## src/rtl/smp_tap_pkg.sv

```systemverilog
// Shared types for the sample tap window.
// Assumes two channels (I and Q), each split into a low byte and a high byte.
package smp_tap_pkg;

    localparam int NCH = 2;

    // Slot order inside the window; the address decode depends on this order.
    typedef enum logic [1:0] {
        SLOT_I_LO = 2'd0,
        SLOT_I_HI = 2'd1,
        SLOT_Q_LO = 2'd2,
        SLOT_Q_HI = 2'd3
    } slot_e;

    // Per-channel access strobes produced by the address decode.
    typedef struct packed {
        logic rd_lo;
        logic rd_hi;
        logic wr_lo;
        logic wr_hi;
    } chan_strb_t;

endpackage

```

## src/rtl/smp_bus_decode.sv

```systemverilog
// Address decode for the sample tap window.
// What it does: turns address, read and write into one strobe set per channel.
// Assumes: the window is 2*NCH bytes starting at BASE_ADDR, with a low byte
// then a high byte for each channel in turn. Outside the window, no strobe fires.
module smp_bus_decode
    import smp_tap_pkg::*;
#(
    parameter int          ADDR_W    = 8,
    parameter int          CHANNELS  = NCH,
    parameter logic [7:0]  BASE_ADDR = 8'h38
) (
    input  logic [ADDR_W-1:0]           addr,
    input  logic                        wr,
    input  logic                        rd,
    output chan_strb_t [CHANNELS-1:0]   strb
);

    localparam int SPAN = 2 * CHANNELS;
    localparam logic [ADDR_W-1:0] BASE = ADDR_W'(BASE_ADDR);

    logic [ADDR_W-1:0] offset;
    logic              in_win;

    // Offset from the window base, and the window hit.
    always_comb begin
        offset = addr - BASE;
        in_win = (addr >= BASE) && (offset < ADDR_W'(SPAN));
    end

    // One strobe set per channel: the even offset is the low byte, the odd offset the high byte.
    for (genvar c = 0; c < CHANNELS; c++) begin : g_chan
        localparam logic [ADDR_W-1:0] LO_OFF = ADDR_W'(2 * c);
        localparam logic [ADDR_W-1:0] HI_OFF = ADDR_W'(2 * c + 1);
        always_comb begin
            strb[c].rd_lo = rd && in_win && (offset == LO_OFF);
            strb[c].rd_hi = rd && in_win && (offset == HI_OFF);
            strb[c].wr_lo = wr && in_win && (offset == LO_OFF);
            strb[c].wr_hi = wr && in_win && (offset == HI_OFF);
        end
    end

endmodule

```

## src/rtl/smp_chan_store.sv

```systemverilog
// Storage for one channel: the stored sample, the high-byte shadow and the tap select.
// What it does: loads live samples unless injection is selected. Host byte writes
// take precedence over a sample in the same cycle. A low-byte read copies the
// high byte into the shadow.
// Assumes: SMP_W is exactly two bytes wide, and the strobes come from smp_bus_decode.
module smp_chan_store
    import smp_tap_pkg::*;
#(
    parameter int SMP_W  = 16,
    parameter int BYTE_W = 8
) (
    input  logic               clk,
    input  logic               rst_n,
    input  chan_strb_t         strb,
    input  logic [BYTE_W-1:0]  wdata,
    input  logic               smp_vld,
    input  logic [SMP_W-1:0]   live,
    input  logic               inj_sel,
    output logic [SMP_W-1:0]   tap,
    output logic [BYTE_W-1:0]  rd_byte
);

    localparam int HI_LSB = SMP_W - BYTE_W;

    logic [SMP_W-1:0]  val_q;
    logic [BYTE_W-1:0] shadow_q;
    logic              host_wr;

    // Any host write to this channel.
    always_comb host_wr = strb.wr_lo || strb.wr_hi;

    // Stored value: a host byte write wins, otherwise the live sample when not injecting.
    always_ff @(posedge clk) begin
        if (!rst_n) begin
            val_q <= '0;
        end else if (host_wr) begin
            if (strb.wr_lo) val_q[BYTE_W-1:0]     <= wdata;
            if (strb.wr_hi) val_q[SMP_W-1:HI_LSB] <= wdata;
        end else if (smp_vld && !inj_sel) begin
            val_q <= live;
        end
    end

    // Shadow: copy of the high byte, taken on a low-byte read.
    always_ff @(posedge clk) begin
        if (!rst_n) begin
            shadow_q <= '0;
        end else if (strb.rd_lo) begin
            shadow_q <= val_q[SMP_W-1:HI_LSB];
        end
    end

    // Tap output and the byte offered to the read mux.
    always_comb begin
        tap = inj_sel ? val_q : live;
        if (strb.rd_lo)      rd_byte = val_q[BYTE_W-1:0];
        else if (strb.rd_hi) rd_byte = shadow_q;
        else                 rd_byte = '0;
    end

    AST_SEL_FREEZE: assert property (@(posedge clk) disable iff (!rst_n)
        (inj_sel && !host_wr) |=> $stable(val_q));

    AST_SHADOW_HOLD: assert property (@(posedge clk) disable iff (!rst_n)
        !strb.rd_lo |=> $stable(shadow_q));

    AST_LIVE_LOAD: assert property (@(posedge clk) disable iff (!rst_n)
        (smp_vld && !inj_sel && !host_wr) |=> (val_q == $past(live)));

    AST_WR_LO_ONLY: assert property (@(posedge clk) disable iff (!rst_n)
        (strb.wr_lo && !strb.wr_hi) |=> (val_q[SMP_W-1:HI_LSB] == $past(val_q[SMP_W-1:HI_LSB])));

    AST_WR_HI_ONLY: assert property (@(posedge clk) disable iff (!rst_n)
        (strb.wr_hi && !strb.wr_lo) |=> (val_q[BYTE_W-1:0] == $past(val_q[BYTE_W-1:0])));

    AST_LO_CAPTURE: assert property (@(posedge clk) disable iff (!rst_n)
        strb.rd_lo |=> (shadow_q == $past(val_q[SMP_W-1:HI_LSB])));

endmodule

```

## src/rtl/smp_tap_window.sv

```systemverilog
// Top of the sample tap window.
// What it does: decodes the four-byte host window, keeps one store per channel,
// registers the read data and drives the I and Q tap outputs.
// Assumes: the host reads the low byte before the high byte to get a coherent
// sample, and only one slot is accessed per cycle.
module smp_tap_window
    import smp_tap_pkg::*;
#(
    parameter int          ADDR_W    = 8,
    parameter int          BYTE_W    = 8,
    parameter int          SMP_W     = 16,
    parameter logic [7:0]  BASE_ADDR = 8'h38
) (
    input  logic               clk,
    input  logic               rst_n,
    input  logic [ADDR_W-1:0]  bus_addr,
    input  logic               bus_wr,
    input  logic               bus_rd,
    input  logic [BYTE_W-1:0]  bus_wdata,
    output logic [BYTE_W-1:0]  bus_rdata,
    input  logic               smp_vld,
    input  logic [SMP_W-1:0]   live_i,
    input  logic [SMP_W-1:0]   live_q,
    input  logic               inj_sel,
    output logic [SMP_W-1:0]   tap_i,
    output logic [SMP_W-1:0]   tap_q
);

    chan_strb_t [NCH-1:0]         strb;
    logic [NCH-1:0][SMP_W-1:0]    live_v;
    logic [NCH-1:0][SMP_W-1:0]    tap_v;
    logic [NCH-1:0][BYTE_W-1:0]   byte_v;
    logic [BYTE_W-1:0]            rd_mux;
    logic [4*NCH-1:0]             all_strb;

    // Gather the live samples into channel order (0 = I, 1 = Q).
    always_comb begin
        live_v[0] = live_i;
        live_v[1] = live_q;
    end

    smp_bus_decode #(
        .ADDR_W    (ADDR_W),
        .CHANNELS  (NCH),
        .BASE_ADDR (BASE_ADDR)
    ) u_dec (
        .addr (bus_addr),
        .wr   (bus_wr),
        .rd   (bus_rd),
        .strb (strb)
    );

    for (genvar c = 0; c < NCH; c++) begin : g_store
        smp_chan_store #(
            .SMP_W  (SMP_W),
            .BYTE_W (BYTE_W)
        ) u_store (
            .clk     (clk),
            .rst_n   (rst_n),
            .strb    (strb[c]),
            .wdata   (bus_wdata),
            .smp_vld (smp_vld),
            .live    (live_v[c]),
            .inj_sel (inj_sel),
            .tap     (tap_v[c]),
            .rd_byte (byte_v[c])
        );
    end

    // Read mux: at most one channel offers a non-zero byte, so OR them together.
    always_comb begin
        rd_mux = '0;
        for (int c = 0; c < NCH; c++) rd_mux = rd_mux | byte_v[c];
        tap_i    = tap_v[0];
        tap_q    = tap_v[1];
        all_strb = strb;
    end

    // Registered read data: the addressed byte after a read, otherwise 0.
    always_ff @(posedge clk) begin
        if (!rst_n) bus_rdata <= '0;
        else        bus_rdata <= bus_rd ? rd_mux : '0;
    end

    AST_ONE_SLOT: assert property (@(posedge clk) disable iff (!rst_n)
        $onehot0(all_strb));

    AST_RDATA_IDLE: assert property (@(posedge clk) disable iff (!rst_n)
        !bus_rd |=> (bus_rdata == '0));

endmodule

```

## config.mk

```make
export PLATFORM = sky130hd
export DESIGN_NAME = smp_tap_window
export DESIGN_NICKNAME = d
export VERILOG_FILES = /design/src/rtl/smp_tap_pkg.sv /design/src/rtl/smp_bus_decode.sv /design/src/rtl/smp_chan_store.sv /design/src/rtl/smp_tap_window.sv
export SDC_FILE = /design/constraint.sdc
export NUM_CORES = 1
export LEC_CHECK = 0
export ABC_AREA = 1
export BUFFER_PORTS_ARGS = -buffer_cell sky130_fd_sc_hd__clkbuf_2
export CORE_MARGIN = 1
export CORE_UTILIZATION = 40
export CTS_CLUSTER_SIZE = 8
export DETAILED_ROUTE_END_ITERATION = 10
export PLACE_DENSITY = 0.71
export SYNTH_ARGS = -nofsm -noshare
export SYNTH_HDL_FRONTEND = slang
export SYNTH_SLANG_ARGS = --single-unit
export TNS_END_PERCENT = 1
```

## constraint.sdc

```tcl
create_clock -name clk -period 4.3 [get_ports clk]
set_input_delay 1.29 -clock clk [delete_from_list [all_inputs] [get_ports clk]]
set_output_delay 1.29 -clock clk [all_outputs]
set_load 0.005 [all_outputs]
```

==> metrics.txt, run 1 <==
Final Cell Area=approximately 4000 sq um; Antenna Cells=0; Pre-Repair DR Iteration Count=5; Period minus WS final=3570 ps; Yosys Warn Count=0; first-pass GRT wire length=14,900 um; Least-Margin Pin Slew=around 950 ps; Clock transition at path regs=90 ps; drt initial violations=327; Area growth syn-to-layout=15.0%; clock root buffer master=clkbuf_8; Crit Path Class=input pin to output port; core area=8340 sq um; Hold WC Path Type=register to register; critical path fanouts, max=36; Fin. Hold Viols=0; Die Span Y=95.5 um; vias in the first global route=slightly above 3,000; Unique masters post-synth=28; total of max-cap violations=0; IO buf count=93; Post-CTS Resized=0; met2 wire length=4370 um; post-route insts no fill=733; via count=3,598; layout net count=682; Placed Cells=725; final count of negative-setup-slack endpoints=0; FP Rows=33; Final HPWL DP=approximately 7000 um; Fin Setup TNS=0 ps; leakage power=2.09 nW; Worst Skew=8.46 ps; Critical Path Source Type=input pin; worst vdd ir=between 100 and 150 uV; outcome=completed; Synth Flop Type=dfxtp_1; area of the multi-input gates=1970 sq um; Final Slew Violations=0; final wirelength=9270 um; fmax=280 MHz; Initial Utilization=41.9%; cells after synthesis=551; RSZ-0062 raised after global routing=no; DRT antenna net count=0; # H-tree levels=2; DR WL/cell=12.6 um; sequential element share of the synthesized area=around 32%; CP Capture Type=output port; Synth Register Bits=56; Hold-fix buffers, CTS=0; worst rel slew slack=36.9%; Synth async-reset ratio=0%; initial antenna violation count=0; Final Core Density=48.2%; mapped cell area=3500 sq um; ratio of final minimum period to clock period=roughly 83%; DR vias/cell=4.91; DR DRC count=0; fraction of layout cells with a size suffix above 1=23.9%; P per Cell Area=between 200 and 300 nW/um^2; Total Die Area=9120 sq um; CTS tree=done; total gr overflow=0; overall global routing resource usage=around a fifth; Post-synth EDFFs=0; worst setup margin=734 ps; Top Metal Used=met4; GP Congestion=0.858; WP data arrival=2280 ps; sequential cell area=1120 sq um; Die Width=95.5 um; largest net degree at the start of global routing=between 40 and 50; worst slack, placed=712 ps; syn nets=606; Fillers=899; post-CTS setup buffer count=0; Placed Area=3930 sq um; WL met3=605 um; mean post-synth cell area=6.34 sq um; I/O pin cnt=94; clk_lat worst skew=320 ps; CP required=3010 ps; maximum clock insertion buffer count=2; TritonCTS Buffers=5; WL met1=4180 um; clk sinks=between 50 and 60
## cells by family after synthesis
family | Yosys count | share of synthesized area [%]
AOI/OAI and AO/OA | 89 | 12.7
DFF | 56 | 32.1
buffers and inverters | 83 | 11.6
adders and majority gates | 1 | 0.358
and+or+nand+nor | 322 | 43.2
## per-stage QoR
stage / hold WS, ps / power (W)
after floorplan: 437 / 0.000706
after global placement: 458 / 0.000785
after detailed placement: 461 / 0.000789
after CTS: 475 / 0.00107
after global routing: 501 / 0.00112
final: 477 / 0.00106
## worst paths after layout
kind | startpoint | endpoint | slack (ps) | cells past startpoint
setup / recovery | inj_sel | tap_q[3] | 730 | 5
hold / removal | g_store[0].u_store.shadow_q[5] | g_store[0].u_store.shadow_q[5] | 480 | 2
setup reg to reg | g_store[0].u_store.val_q[7] | bus_rdata[7] | 3460 | 4
hold reg to reg | g_store[0].u_store.shadow_q[5] | g_store[0].u_store.shadow_q[5] | 480 | 2
## worst max-delay path, cell delays in order
cell and delay [ps]:
clkbuf_2 410, buf_12 250, nor2_1 60, a21oi_1 120, clkbuf_2 140
## cell type report
cell class                      count  share of cell area (%)
Clock inverter                      3                   0.467
Multi-Input combinational cell    412                    49.0
Sequential cell                    56                    27.9
Inverter                           58                    5.57
Clock buffer                        5                    1.71
Tap cell                          105                    3.27
Timing Repair Buffer               94                    12.1
## per-layer routing
metal  track usage, %  vias to the layer above
li1                 -                     1891
met1             27.8                     1594
met2             35.4                      105
met3             3.11                        8
met4             5.97                        0
met5                0                        -
## registers in the layout, indices dropped and copies added, names as in the netlist
name                      flops
g_store.u_store.shadow_q     16
g_store.u_store.val_q        32
bus_rdata                     8
## cell usage after synthesis, types with 7 or more instances
| cell type | number | area (sq um) |
|---|---|---|
| clkbuf_1 | 7 | 26.3 |
| o21ai_1 | 34 | 170 |
| inv_1 | 51 | 191 |
| o21ai_0 | 12 | 60.1 |
| nand3_1 | 52 | 260 |
| nand2_1 | 110 | 413 |
| nand2_2 | 8 | 50.1 |
| dfxtp_1 | 56 | 1120 |
| a21oi_1 | 43 | 215 |
| nor2_2 | 16 | 100 |
| nor2_1 | 115 | 432 |
| buf_6 | 11 | 124 |
## layout by cell type (no fill, tap or decap)
cell      synthesis  final
nor2_1          115    115
nand2_1         110    110
clkbuf_2          0     93
dfxtp_1          56     56
nand3_1          52     52
inv_1            51     51
a21oi_1          43     43
o21ai_1          34     34
nor2_2           16     16
o21ai_0          12     12
nand2_2           8      8
clkinv_2          3      5
clkbuf_8          0      5
nor2_4            4      4
nand3_4           4      4
nand2_4           3      3
inv_2             3      3
nor3_1            3      3
nand3_2           2      2
nand4_2           2      2
nand4_1           1      1
nor2_8            1      1
inv_4             1      1
nand4_4           1      1
ha_1              1      1
clkinv_4          0      1
buf_12            0      1
## where the power goes
group / switching, W / leakage, nW / total (W) / internal [W]
Combinational: 0.000138 / 1.59 / 0.000227 / 0.0000891
Sequential: 0.0000108 / 0.458 / 0.000550 / 0.000539
Clock: 0.000174 / 0.0479 / 0.000288 / 0.000114
Total: 0.000323 / 2.09 / 0.00106 / 0.000742
No activity file was read; power rests on OpenSTA's default activity.
==> inputs of run 2 (changes only) <==
==> constraint.sdc (replaced) <==
create_clock -name clk -period 3.34 [get_ports clk]
set_input_delay 1.002 -clock clk [delete_from_list [all_inputs] [get_ports clk]]
set_output_delay 1.002 -clock clk [all_outputs]
set_load 0.005 [all_outputs]
==> metrics.txt, run 2 (synthesis gave the netlist of run 1 again) <==
top flop regs=g_store.u_store.val_q: 32 flops, g_store.u_store.shadow_q: 16 flops, bus_rdata: 8 flops; post-CTS setup buffer count=0; CTS tree=done; first-pass GRT wire length=~15,000 um; initial antenna violation count=0; Reg2Reg Depth=4; Clock transition at path regs=100 ps; final wirelength=9550 um; Hold-fix buffers, CTS=0; WHS Endpoint=g_store[0].u_store.shadow_q[6]; Post-CTS Resized=0; ratio of final minimum period to clock period=around 82%; total gr overflow=0; DRT antenna net count=0; commonest non-fill, non-tap cell in the layout=nor2_1; drt initial violations=between 150 and 200; Fillers=890; Worst R2R End=bus_rdata[1]; overall global routing resource usage=21.5%; critical path fanouts, max=between 60 and 70; outcome=completed; Pre-Repair DR Iteration Count=5; DR DRC count=0; Die Width=95.5 um; Final HPWL DP=7380 um; Hold WC Path Type=register to register; final count of negative-setup-slack endpoints=0; Fin Setup TNS=0 ps; clock root buffer master=clkbuf_8; I/O pin cnt=94; Critical Path Source Type=input pin; WP data arrival=1730 ps; Final Slew Violations=0; Crit Path Class=input pin to output port; CP Capture Type=output port; Worst Skew=around 14 ps; CP required=about 2300 ps; Period minus WS final=2730 ps; Total Die Area=9120 sq um; total of max-cap violations=0; Area growth syn-to-layout=16.3%; vias in the first global route=3,074; clk sinks=56; clk_lat worst skew=320 ps; commonest cells after routing, fill and taps aside=nor2_1, nand2_1, clkbuf_2, dfxtp_1, nand3_1; P per Cell Area=around 360 nW/um^2; largest net degree at the start of global routing=66; leakage power=about 2.1 nW; worst hold path depth=2; # H-tree levels=2; Final Core Density=48.7%; layout net count=685; TritonCTS Buffers=5; Critical R2R Launch=g_store[0].u_store.val_q[1]; via count=3,669; worst rel slew slack=57.3%; Largest Register=g_store.u_store.val_q; Least-Margin Pin Slew=637 ps; fraction of layout cells with a size suffix above 1=24.1%; max FFs per register=32; maximum clock insertion buffer count=2; fmax=366 MHz; Worst R2R Setup Slack=2550 ps; DR WL/cell=13.0 um; core area=8340 sq um; Fin. Hold Viols=0; Die Span Y=95.5 um; Antenna Cells=0; RSZ-0062 raised after global routing=no; Initial Utilization=about two fifths; DR vias/cell=4.99; GP Congestion=0.838; Hold Crit Start=g_store[0].u_store.val_q[14]; IO buf count=93; worst vdd ir=241 uV; FP Rows=33
run 2: power by group:
part           total [W]  leakage (nW)  internal [W]  switching, W
Combinational   0.000297          1.60      0.000116      0.000181
Clock           0.000458        0.0558      0.000227      0.000231
Sequential      0.000709         0.458      0.000694     0.0000148
run 2: how the worst max path moves through the flow:
stage / from / to / slack, ps
5_1_grt: inj_sel / tap_i[11] / 550
4_1_cts: inj_sel / tap_i[6] / 640
2_1_floorplan: inj_sel / tap_i[12] / 580
3_5_place_dp: bus_addr[3] / g_store[1].u_store.val_q[13] / 410
3_3_place_gp: bus_addr[3] / g_store[1].u_store.val_q[13] / 490
6_report: inj_sel / tap_i[11] / 610
run 2: layout make-up:
type | count | area [sq um] | area share (%)
clock buffer | 6 | 72.6 | 1.79
clock inverter | 2 | 38.8 | 0.954
inverter | 58 | 224 | 5.51
multi-input combinational | 412 | 1970 | 48.4
sequential | 56 | 1120 | 27.6
tap | 105 | 131 | 3.23
timing repair buffer | 97 | 508 | 12.5
run 2: stage by stage:
step           power [W]  area [sq um]  worst slack [ps]  hold WS [ps]  instances
2_1_floorplan   0.000908          3500               582           437        551
3_3_place_gp     0.00101          3950               486           456        728
3_5_place_dp     0.00102          3950               415           457        728
4_1_cts          0.00147          4070               639           490        736
5_1_grt          0.00153          4070               547           502        736
6_report         0.00146          4070               608           491        736
run 2: worst max-delay path, cell delays in order:
cell and delay [ps]:
clkbuf_2 100, buf_12 240, nor2_1 90, a21oi_1 140, clkbuf_2 140
run 2: layer usage:
metal	share of wire, %	track usage [%]
met1	47	30.2
met2	45	34.0
met3	5.9	3.03
met4	1.5	5.85
met5	0	0
